**config.mk**
```make
export PLATFORM = sky130hd
export DESIGN_NAME = ramp_bist
export DESIGN_NICKNAME = d
export VERILOG_FILES = /design/src/rtl/ramp_bist_pkg.sv /design/src/rtl/ramp_gen.sv /design/src/rtl/ramp_chk.sv /design/src/rtl/ramp_bist.sv
export SDC_FILE = /design/constraint.sdc
export NUM_CORES = 1
export LEC_CHECK = 0
export BUFFER_PORTS_ARGS = -buffer_cell sky130_fd_sc_hd__buf_2
export CAP_MARGIN = 20
export CORE_ASPECT_RATIO = 0.5
export CORE_MARGIN = 2
export CORE_UTILIZATION = 37
export DETAILED_ROUTE_END_ITERATION = 16
export GPL_ROUTABILITY_DRIVEN = 0
export HOLD_SLACK_MARGIN = 0.06
export PLACE_DENSITY_LB_ADDON = 0.1
export SYNTH_ARGS = -nofsm -noshare
export SYNTH_HDL_FRONTEND = slang
export SYNTH_SLANG_ARGS = --single-unit
```
**constraint.sdc**
```tcl
create_clock -name clk -period 2.8 [get_ports clk]
set_clock_uncertainty 0.2 [all_clocks]
set_input_delay 0 -clock clk [delete_from_list [all_inputs] [get_ports clk]]
set_output_delay 0 -clock clk [all_outputs]
set_load 0.01 [all_outputs]
```
**src/rtl/ramp_bist_pkg.sv**
```systemverilog
package ramp_bist_pkg;
    localparam int BYTE_W = 8;
    localparam logic [BYTE_W-1:0] COMMA_BYTE = 8'hBC;
    localparam logic [BYTE_W-1:0] START_B0   = 8'h00;
    localparam logic [BYTE_W-1:0] START_B1   = 8'h01;
    localparam logic [BYTE_W-1:0] START_B2   = 8'h02;

    typedef enum logic {
        GEN_COMMA,
        GEN_RAMP
    } gen_state_t;

    typedef enum logic [1:0] {
        CHK_SEEK0,
        CHK_SEEK1,
        CHK_SEEK2,
        CHK_LOCKED
    } chk_state_t;
endpackage

```
**src/rtl/ramp_gen.sv**
```systemverilog
module ramp_gen
    import ramp_bist_pkg::*;
#(
    parameter int RAMP_CNT_BITS = 2
) (
    input  logic              clk,
    input  logic              rst,
    input  logic              en,
    output logic              k_o,
    output logic [BYTE_W-1:0] data_o
);
    gen_state_t st_q, st_d;
    logic [BYTE_W-1:0]        val_q;
    logic [RAMP_CNT_BITS-1:0] ramps_q;
    logic                     ramp_end;
    logic                     group_end;

    assign ramp_end  = (val_q == '1);
    assign group_end = ramp_end && (ramps_q == '1);

    // next-state logic
    always_comb begin
        st_d = st_q;
        unique case (st_q)
            GEN_COMMA: st_d = GEN_RAMP;
            GEN_RAMP:  if (group_end) st_d = GEN_COMMA;
            default:   st_d = GEN_COMMA;
        endcase
    end

    // state register
    always_ff @(posedge clk) begin
        if (rst)     st_q <= GEN_COMMA;
        else if (en) st_q <= st_d;
    end

    // outputs and counters
    always_ff @(posedge clk) begin
        if (rst) begin
            val_q   <= '0;
            ramps_q <= '0;
            k_o     <= 1'b0;
            data_o  <= '0;
        end else if (en) begin
            unique case (st_q)
                GEN_COMMA: begin
                    k_o    <= 1'b1;
                    data_o <= COMMA_BYTE;
                end
                GEN_RAMP: begin
                    k_o    <= 1'b0;
                    data_o <= val_q;
                    val_q  <= val_q + BYTE_W'(1);
                    if (ramp_end) ramps_q <= ramps_q + RAMP_CNT_BITS'(1);
                end
                default: begin
                    k_o    <= 1'b0;
                    data_o <= '0;
                end
            endcase
        end
    end

    logic past_ok;
    always_ff @(posedge clk) begin
        if (rst) past_ok <= 1'b0;
        else     past_ok <= 1'b1;
    end

    a_r2_comma_code: assert property (@(posedge clk) disable iff (rst)
        k_o |-> data_o == COMMA_BYTE);

    a_r3_after_comma_zero: assert property (@(posedge clk) disable iff (rst)
        past_ok && $past(en) && $past(k_o) |-> !k_o && data_o == '0);

    a_r3_ramp_step: assert property (@(posedge clk) disable iff (rst)
        past_ok && $past(en) && !k_o && !$past(k_o) && $past(st_q) == GEN_RAMP
        |-> data_o == $past(data_o) + BYTE_W'(1));

    a_r5_hold: assert property (@(posedge clk) disable iff (rst)
        past_ok && !$past(en) |-> $stable(k_o) && $stable(data_o));
endmodule

```
**src/rtl/ramp_chk.sv**
```systemverilog
module ramp_chk
    import ramp_bist_pkg::*;
(
    input  logic              clk,
    input  logic              rst,
    input  logic              en,
    input  logic              k_i,
    input  logic [BYTE_W-1:0] data_i,
    output logic              active_o,
    output logic              err_o
);
    chk_state_t st_q, st_d;
    logic [BYTE_W-1:0] prev_q;
    logic              is_data;
    logic              is_comma;
    logic              clear;

    assign is_data  = !k_i;
    assign is_comma = k_i && (data_i == COMMA_BYTE);
    assign clear    = rst || !en;

    // next-state logic
    always_comb begin
        st_d = st_q;
        unique case (st_q)
            CHK_SEEK0:
                if (is_data && data_i == START_B0) st_d = CHK_SEEK1;
            CHK_SEEK1:
                if (is_data && data_i == START_B1)      st_d = CHK_SEEK2;
                else if (is_data && data_i == START_B0) st_d = CHK_SEEK1;
                else                                    st_d = CHK_SEEK0;
            CHK_SEEK2:
                if (is_data && data_i == START_B2)      st_d = CHK_LOCKED;
                else if (is_data && data_i == START_B0) st_d = CHK_SEEK1;
                else                                    st_d = CHK_SEEK0;
            CHK_LOCKED: st_d = CHK_LOCKED;
            default:    st_d = CHK_SEEK0;
        endcase
    end

    // state register
    always_ff @(posedge clk) begin
        if (clear) st_q <= CHK_SEEK0;
        else       st_q <= st_d;
    end

    // outputs
    always_ff @(posedge clk) begin
        if (clear) begin
            active_o <= 1'b0;
            err_o    <= 1'b0;
            prev_q   <= '0;
        end else begin
            active_o <= (st_d == CHK_LOCKED);
            if (is_data) prev_q <= data_i;
            if (st_q == CHK_LOCKED) begin
                if (is_comma) err_o <= 1'b0;
                else if (is_data && data_i != prev_q + BYTE_W'(1)) err_o <= 1'b1;
            end
        end
    end

    logic past_ok;
    always_ff @(posedge clk) begin
        if (rst) past_ok <= 1'b0;
        else     past_ok <= 1'b1;
    end

    a_r12_err_needs_active: assert property (@(posedge clk) disable iff (rst)
        err_o |-> active_o);

    a_r9_comma_clears: assert property (@(posedge clk) disable iff (rst)
        past_ok && $past(en) && $past(is_comma) |-> !err_o);

    a_r11_disable_clears: assert property (@(posedge clk) disable iff (rst)
        past_ok && !$past(en) |-> !active_o && !err_o);

    a_r6_lock_on_start: assert property (@(posedge clk) disable iff (rst)
        past_ok && $rose(active_o) |-> !$past(k_i) && $past(data_i) == START_B2);
endmodule

```
**src/rtl/ramp_bist.sv**
```systemverilog
module ramp_bist
    import ramp_bist_pkg::*;
#(
    parameter int RAMP_CNT_BITS = 2
) (
    input  logic              clk,
    input  logic              rst,
    input  logic              gen_en,
    output logic              gen_k,
    output logic [BYTE_W-1:0] gen_data,
    input  logic              chk_en,
    input  logic              chk_k,
    input  logic [BYTE_W-1:0] chk_data,
    output logic              chk_active,
    output logic              chk_err
);
    ramp_gen #(.RAMP_CNT_BITS(RAMP_CNT_BITS)) u_gen (
        .clk    (clk),
        .rst    (rst),
        .en     (gen_en),
        .k_o    (gen_k),
        .data_o (gen_data)
    );

    ramp_chk u_chk (
        .clk      (clk),
        .rst      (rst),
        .en       (chk_en),
        .k_i      (chk_k),
        .data_i   (chk_data),
        .active_o (chk_active),
        .err_o    (chk_err)
    );
endmodule

```
# Word-level counts from Yosys, hierarchy flattened
# Index checks and enable logic that the tools add are counted.
# word_totals
regBits	32
inputBits	13
output_inout_bits	11
word_cells	49
# classes
reduce_logical	15
addsub	3
bitwise	1
n_mux	11
eq_ne	10
# ops
op	n
$add A8 B1 Y8 const B	2
$eq A8 B8 Y1 const B	2
$pmux W8 S2	1
$eq A2 B2 Y1 const B	4
$eq A8 B1 Y1 const B	1
$eq A8 B2 Y1 const B	1
$logic_not A8 Y1	1
$ne A8 B8 Y1	1
$pmux W2 S4	1
$logic_and A1 B1 Y1	6
$mux W2	3
$mux W1	4
$pmux W1 S2	2
$reduce_and A2 Y1	2
$reduce_and A3 Y1	1
$add A2 B1 Y2 const B	1
$eq A2 B1 Y1 const B	1
$logic_not A1 Y1	2
$logic_not A2 Y1	1
$reduce_bool A2 Y1	1
$logic_or A1 B1 Y1	1
$not A1 Y1	1

# Longest topological paths before layout
# Gate-level depths: netlist of run 1.
# depth
ltp_word	6
ltp_mapped	6
ltp_nobuf	6

# Modules after synthesis
# Synthesis of run 1 repeated with hierarchy kept, for this count alone.
# unflattened
hier_cells	179
hier_area_um2	1574.0
# modules_own_cells
module	instances	area_each_um2	seq_area_each_um2	cells_per_inst
ramp_gen	1	837.1	400.4	91
ramp_chk	1	737.0	240.2	88

# Least setup slack after synthesis of run 1
# OpenSTA, ideal clock, no wires.
# synth_timing
path_type	reg-to-reg
startpoint	register u_chk.prev_q[0]
endpoint	register u_chk.err_o
arrival_ps	1429
period_less_slack_ps	1720
stages_incl_launch_ff	7
path_slack_ps	1080
n_path_buf	0
required_time_ps	2509
setup_ps	91
cell_sequence	dfxtp_1 > ha_1 > and2_1 > nor2b_1 > o311ai_0 > o21ai_0 > a311oi_1
# synth_via
elab_chain_len	5
# synth_rtl
element	line	text
start, declared	ramp_chk.sv:13	logic [BYTE_W-1:0] prev_q;
start signal, assigned	ramp_chk.sv:55	if (is_data) prev_q <= data_i;
$add A8 B1 Y8	ramp_chk.sv:58	else if (is_data && data_i != prev_q + BYTE_W'(1)) err_o <= 1'b1;
$ne A8 B8 Y1	ramp_chk.sv:58	
$logic_and A1 B1 Y1	ramp_chk.sv:58	
$reduce_bool A2 Y1 (no line)	-	
$reduce_and A2 Y1 (no line)	-	
end signal, assigned	ramp_chk.sv:51	err_o <= 1'b0;
end signal, assigned	ramp_chk.sv:57	if (is_comma) err_o <= 1'b0;
end signal, assigned	ramp_chk.sv:58	
end, declared	ramp_chk.sv:10	output logic err_o
# No other way between the ends.
# A chain may end at the register's enable or synchronous reset.

==> summary.txt, run 1 <==
Min path
  – Min-Delay Startpoint: chk_en
  – Tightest Hold Check Type: in2reg
  – Hold Path End: u_chk.prev_q[0]
  – WHS Path Cells: 3

Drt
  – Drt total wl: 3.017 mm
  – Drt wl/cell: 11.38 µm
  – DR iter-0 viols: 21
  – Max Used Layer: met4
  – Drt pass-1 iters: 5
  – Metal-1 WL: approximately 1.5 mm
  – Routed vias: 1,269
  – DRC viols: 0
  – Met2 wire length: 1.388 mm
  – Metal3 WL: 121 µm
  – Vias per inst: approximately 4.8
  – ANT nets after route: 0

CTS
  – CTS sink cnt: 32
  – CTS root buf: clkbuf_8
  – Worst-Skew Late Latency: between 0.2 and 0.3 ns
  – Clock tree buffer depth: 2
  – Clock tree from TritonCTS: built
  – Post-CTS sizing: 0
  – H-tree levels: 2
  – Clock-pin slew on the worst setup and hold paths: 0.06 ns
  – CTS Buf Count: 5

Pwr
  – LEAKAGE: 0.8058 nW
  – Int Power: 0.0007426 W
  – Pwr Density: 507.2 nW/µm²
  – Logic pwr share: 11.0%
  – Share of total power in the clock network: 39.4%
  – Seq pwr share: a little under 50%
  – Switching share of total power: a little under a quarter
  – Switching power: 0.0002209 W
  – Maximum VDD drop: 276.9 µV

STA
  – Slew Viols, Final: 0
  – Final Hold Violating Endpoints: 0
  – Worst hold margin: 0.06295 ns
  – Worst slew pin tran: 0.4824 ns
  – Total Neg Setup Slack: 0 ns
  – Min Tclk post-route: between 2 and 2.5 ns
  – Unrepaired setup endpoints after global routing: false
  – Setup slack after layout: 0.5008 ns
  – Part of the cycle the worst path needs: 82.11%
  – Final setup viols: 0
  – Highest Clock Rate: 0.4349 GHz
  – Slew HR: between 60% and 70%

GRT
  – Remaining global-route overflow: 0
  – Pin count of the biggest net entering global routing: 22
  – First-pass GRT wire length: about 5.3 mm
  – Initial antenna violation count: 0
  – GRT Util Overall: roughly 15%
  – Vias in the first global route: ~1,300

Synth
  – Most numerous cell in the Yosys netlist: dfxtp_1
  – Post-synth net total: around 190
  – Post-synth top flop: dfxtp_1
  – Yosys warnings: 0
  – Mean Syn Cell Area: 8.633 µm²
  – Synth async-reset ratio: 0%
  – Yosys top cell area share: 43.91%
  – Cells after Synth: 169
  – Seq cells post-synth: 32
  – Top area cells in the synthesized netlist: dfxtp_1, nor2_1, mux2i_1, xor2_1, a21oi_1
  – Area leader, netlist: dfxtp_1
  – Sequential cell area fraction in the yosys report: 43.91%
  – Post-synth EDFFs: 0
  – Synth unique cells: 30
  – List of most frequent post-synthesis cells: dfxtp_1, nor2_1, nand2_1
  – Mapped Area: ~1500 µm²

Floorplanning
  – Num rows: 16
  – Initial Util: 37.96%
  – Core Area: roughly 3800 µm²
  – Number of top-level pins: 24
  – Die height: 48.40 µm
  – Die width: roughly 93 µm
  – Die ar.: between 4000 and 5000 µm²

Finish
  – Area delta synth->final: 30.19%
  – Final net count: 227
  – Non-Filler Instances: 265
  – Number of fill cells: about 390
  – Post-route cell area: 1899 µm²
  – Share of layout cells above drive strength 1: between 10 and 15%
  – Antenna Cells: 0

Worst setup path
  – Setup CP Type: in2reg
  – Max Fanout on Critical Path: 12
  – Worst reg2reg endpoint: u_gen.st_q
  – Crit-path cells: dlygate4sd3_1, buf_2, and2_1, and3_1, nand4_1, inv_1, a211oi_1, dlygate4sd3_1
  – Critical path's top delay family: buffers and inverters
  – R2R Path Start: u_gen.st_q
  – Crit-path max cell delay: ~0.56 ns
  – Crit path top cell by count: dlygate4sd3_1
  – Max stage delay cell, worst path: dlygate4sd3_1
  – CP bufs+invs: 4
  – Worst setup EP type: flip-flop
  – WP data arrival: around 2.3 ns
  – CP Launch Type: input port
  – Required @ worst endpoint: 2.76 ns
  – Worst R2R Path Depth: 6
  – Worst R2R Setup Slack: 0.65 ns

Placed design
  – Setup WS pre-CTS: 0.9752 ns
  – Placed Instances: 239
  – Post-DP Area: between 1500 and 2000 µm²
  – Dpl hpwl: 2.056 mm
  – Port Buffer Count: 23

Job
  – Max-cap violations: 0

Run status
  – Status: completed
## what timing repair did
| item | in CTS | in global routing |
|---|---|---|
| hold endpoints to repair | 32 | 0 |
| hold buffers | 19 | 0 |
| buffers inserted | 0 | 0 |
## final cells by class
cell class / count / area (µm²) / share of cell area [%]
clock buffer: 7 / 96.34 / 5.072
sequential: 32 / 640.6 / 33.73
multi-input combinational: 127 / 778.2 / 40.97
tap: 54 / 67.56 / 3.557
inverter: 3 / 11.26 / 0.5929
timing repair buffer: 42 / 305.3 / 16.07
## stage by stage
| step | power (W) | util (%) |
|---|---|---|
| 4_1_cts | 0.0009812 | 49.41 |
| 2_1_floorplan | 0.0005427 | - |
| 3_3_place_gp | 0.0005714 | 41.96 |
| 5_1_grt | 0.001017 | 49.41 |
| 6_report | 0.0009634 | 49.41 |
| 3_5_place_dp | 0.0005728 | 41.96 |
## registers in the layout, indices dropped and copies added (netlist names)
signal / cells
u_chk.active_o: 1
u_chk.err_o: 1
u_chk.prev_q: 8
u_chk.st_q: 2
u_gen.data_o: 8
u_gen.k_o: 1
u_gen.ramps_q: 2
u_gen.st_q: 1
u_gen.val_q: 8
## worst reg2reg max path: stages (launching register included)
cell and delay (ns):
dfxtp_1 0.36, and2_1 0.30, and3_1 0.26, nand4_1 0.19, inv_1 0.09, a211oi_1 0.06
dlygate4sd3_1 0.56
## cell families after synthesis
family | after synthesis | synth area share, %
simple gates | 73 | 24.78
xor+xnor | 14 | 8.405
buf+inv | 10 | 2.745
fa+ha+maj | 3 | 2.573
compound gates | 27 | 10.72
flops | 32 | 43.91
mux | 10 | 6.861
## power groups by stage
stage          sequential (W)  clock [W]  combinational (W)
6_report             0.000478   0.000380           0.000106
5_1_grt              0.000480   0.000419           0.000119
2_1_floorplan        0.000490          0          0.0000523
3_3_place_gp         0.000488          0          0.0000833
3_5_place_dp         0.000489          0          0.0000841
4_1_cts              0.000478   0.000396           0.000107
## metal layers
metal / up-vias / global-route usage (%)
li1: 669 / -
met1: 577 / 17.24
met2: 19 / 26.09
met3: 4 / 5.140
met4: 0 / 4.167
met5: - / 0
## cells in the final DEF (no fill, tap or decap), drive strengths merged, types with 2 or more instances in the layout
cell type | netlist | layout
dlygate4sd3 | 0 | 19
nor2 | 29 | 29
nand3b | 2 | 2
mux2i | 10 | 10
buf | 2 | 23
nand2 | 13 | 13
and3 | 3 | 3
o22ai | 5 | 5
and2 | 4 | 4
nor2b | 5 | 5
nand4 | 5 | 5
or3 | 3 | 3
ha | 3 | 3
clkbuf | 5 | 7
a21oi | 11 | 11
dfxtp | 32 | 32
inv | 3 | 3
xnor2 | 5 | 5
nor4 | 3 | 3
o21ai | 6 | 6
nor3b | 3 | 3
xor2 | 9 | 9
## worst max-delay path by stage
| stage | start | endpoint | slack (ns) | cells after the start |
|---|---|---|---|---|
| final | gen_en | u_gen.st_q | 0.50 | 8 |
| after global routing | gen_en | u_gen.st_q | 0.34 | 8 |
| after CTS | gen_en | u_gen.st_q | 0.48 | 8 |
| after detailed placement | u_chk.prev_q[0] | u_chk.err_o | 0.98 | 6 |
| after global placement | u_chk.prev_q[0] | u_chk.err_o | 1.01 | 6 |
| after floorplan | u_chk.prev_q[0] | u_chk.err_o | 1.08 | 6 |
Power figures use the tool's default switching activity.
==> run 2: changes to the inputs <==
==> constraint.sdc (replaced) <==
create_clock -name clk -period 2.05 [get_ports clk]
set_clock_uncertainty 0.2 [all_clocks]
set_input_delay 0 -clock clk [delete_from_list [all_inputs] [get_ports clk]]
set_output_delay 0 -clock clk [all_outputs]
set_load 0.01 [all_outputs]
==> run 2 against run 1 <==
Effect of this change: critical path depth shrank 2; die area stayed put; cell area is 0.20% higher; core utilization increased by 0.098 points; via count up 2.4%; clock power increased by 31%; final cell count increased by 0.75%; critical endpoint is now u_chk.err_o; highest routed layer unchanged.
==> summary.txt, run 2 (same netlist as run 1, synthesis figures left out) <==
Worst setup path
  – Worst R2R Path Depth: 6
  – Worst reg2reg endpoint: u_chk.err_o
  – Setup CP Type: reg2reg
  – CP bufs+invs: 0
  – R2R Path Start: u_chk.prev_q[0]
  – Levels on crit path: 6
  – CP Launch Type: flip-flop
  – Required @ worst endpoint: 2.04 ns
  – WP data arrival: 1.82 ns
  – CP endpoint: u_chk.err_o
  – Worst setup EP type: flip-flop
  – Crit-path max cell delay: 0.34 ns
  – Critical path's top delay family: compound AO/OA/AOI/OAI gates
  – Crit-path cells: ha_1, and2_1, nor2b_1, o311ai_0, o21ai_0, a311oi_1
  – Max Fanout on Critical Path: 4
  – Max stage delay cell, worst path: dfxtp_1
  – CP startpoint: u_chk.prev_q[0]
  – Worst R2R Setup Slack: 0.22 ns

GRT
  – GRT Util Overall: between 10 and 15%
  – Initial antenna violation count: 0
  – First-pass GRT wire length: 5.319 mm
  – Pin count of the biggest net entering global routing: 22
  – Remaining global-route overflow: 0
  – Vias in the first global route: 1,239

STA
  – Unrepaired setup endpoints after global routing: false
  – Final setup viols: 0
  – Slew HR: 66.56%
  – Total Neg Setup Slack: 0 ns
  – Part of the cycle the worst path needs: 89.21%
  – Highest Clock Rate: 0.5468 GHz
  – Worst slew pin tran: 0.5016 ns
  – Final Hold Violating Endpoints: 0
  – Min Tclk post-route: 1.829 ns
  – Slew Viols, Final: 0

Drt
  – Drt pass-1 iters: 4
  – DR iter-0 viols: 24
  – Drt total wl: 3.053 mm
  – DRC viols: 0
  – ANT nets after route: 0
  – Drt wl/cell: roughly 11 µm
  – Routed vias: 1,300
  – Vias per inst: between 4 and 5

Pwr
  – Share of total power in the clock network: 38.4%
  – Switching power: about 0.00031 W
  – Switching share of total power: roughly a quarter
  – Pwr Density: 682.0 nW/µm²
  – LEAKAGE: around 0.81 nW
  – Maximum VDD drop: 354.8 µV
  – Logic pwr share: 11.3%
  – Seq pwr share: 50.3%
  – Int Power: 0.0009843 W

CTS
  – Post-CTS sizing: 0
  – Worst-Skew Late Latency: 0.28 ns
  – Clock-pin slew on the worst setup and hold paths: 0.07 ns
  – Setup Fix Bufs, Post-CTS: 0
  – Clock tree buffer depth: 2
  – CTS Buf Count: 5
  – CTS sink cnt: 32
  – CTS root buf: clkbuf_8
  – Clock tree from TritonCTS: built
  – H-tree levels: 2

Floorplanning
  – Die ar.: ~4500 µm²
  – Initial Util: 37.96%
  – Number of top-level pins: 24
  – Core Area: a little under 4000 µm²
  – Die width: 92.80 µm
  – Die height: 48.40 µm
  – Num rows: 16

Job
  – Max-cap violations: 0

Finish
  – Share of layout cells above drive strength 1: 15.49%
  – Most frequent cells in the layout: dfxtp_1, nor2_1, buf_2
  – Final core utilization: 49.51%
  – Area delta synth->final: 30.45%
  – Final net count: approximately 230
  – Antenna Cells: 0
  – Largest regs: u_chk.prev_q (8), u_gen.data_o (8), u_gen.val_q (8)
  – Commonest non-fill, non-tap cell in the layout: dfxtp_1

Placed design
  – Port Buffer Count: 23
  – Dpl hpwl: 2.038 mm

Run status
  – Status: completed

Min path
  – Tightest Hold Check Type: in2reg
## run 2: timing repair
item | in CTS | in global routing
hold buffers | 19 | 0
endpoints found under the setup margin | 0 | 0
endpoints found under the hold margin | 32 | 0
## run 2: cell type report
type / count / area, µm²
fill: 381 / 1941
multi-input combinational: 127 / 778.2
sequential: 32 / 640.6
timing repair buffer: 43 / 312.8
clock buffer: 6 / 82.58
tap: 54 / 67.56
inverter: 3 / 11.26
clock inverter: 2 / 10.01
## run 2: worst min-delay path by stage
stage                            endpoint  cells past startpoint  slack, ns   startpoint
after floorplan           u_chk.prev_q[0]                      2      -0.06  chk_data[0]
after global placement    u_chk.prev_q[7]                      3        0.1  chk_data[7]
after detailed placement  u_chk.prev_q[6]                      3       0.10  chk_data[6]
after CTS                 u_chk.prev_q[6]                      3       0.07       chk_en
after global routing      u_chk.prev_q[3]                      3       0.12       chk_en
final                     u_chk.prev_q[6]                      3       0.07       chk_en
## run 2: tightest hold or removal path: cells and delay by family
family        cells  cell delay (ns)
simple gates      2             0.44
buf+inv           1             0.07
## run 2: through the flow
stage	std cells	cell area, µm²	hold WS [ns]	total power (W)	worst slack (ns)
after floorplan	169	1459	-0.05606	0.0007412	0.3301
after global placement	240	1620	0.09666	0.0007825	0.2530
after detailed placement	240	1620	0.1029	0.0007830	0.2228
after CTS	267	1903	0.07305	0.001318	0.2072
after global routing	267	1903	0.1204	0.001369	0.03564
final	267	1903	0.07018	0.001298	0.2211
## run 2: routing by layer
metal	routed length [µm]	up-vias	GRT usage [%]
li1	-	671	-
met2	1408	15	24.76
met3	120	5	5.140
met5	0	-	0
met4	31	0	4.412
met1	1492	609	18.07
## run 2: power groups by stage
| stage | clock, W | combinational, W | sequential [W] |
|---|---|---|---|
| final | 0.000498 | 0.000147 | 0.000653 |
| after floorplan | 0 | 0.0000714 | 0.000670 |
| after CTS | 0.000518 | 0.000147 | 0.000653 |
| after detailed placement | 0 | 0.000116 | 0.000667 |
| after global placement | 0 | 0.000116 | 0.000667 |
| after global routing | 0.000550 | 0.000164 | 0.000655 |
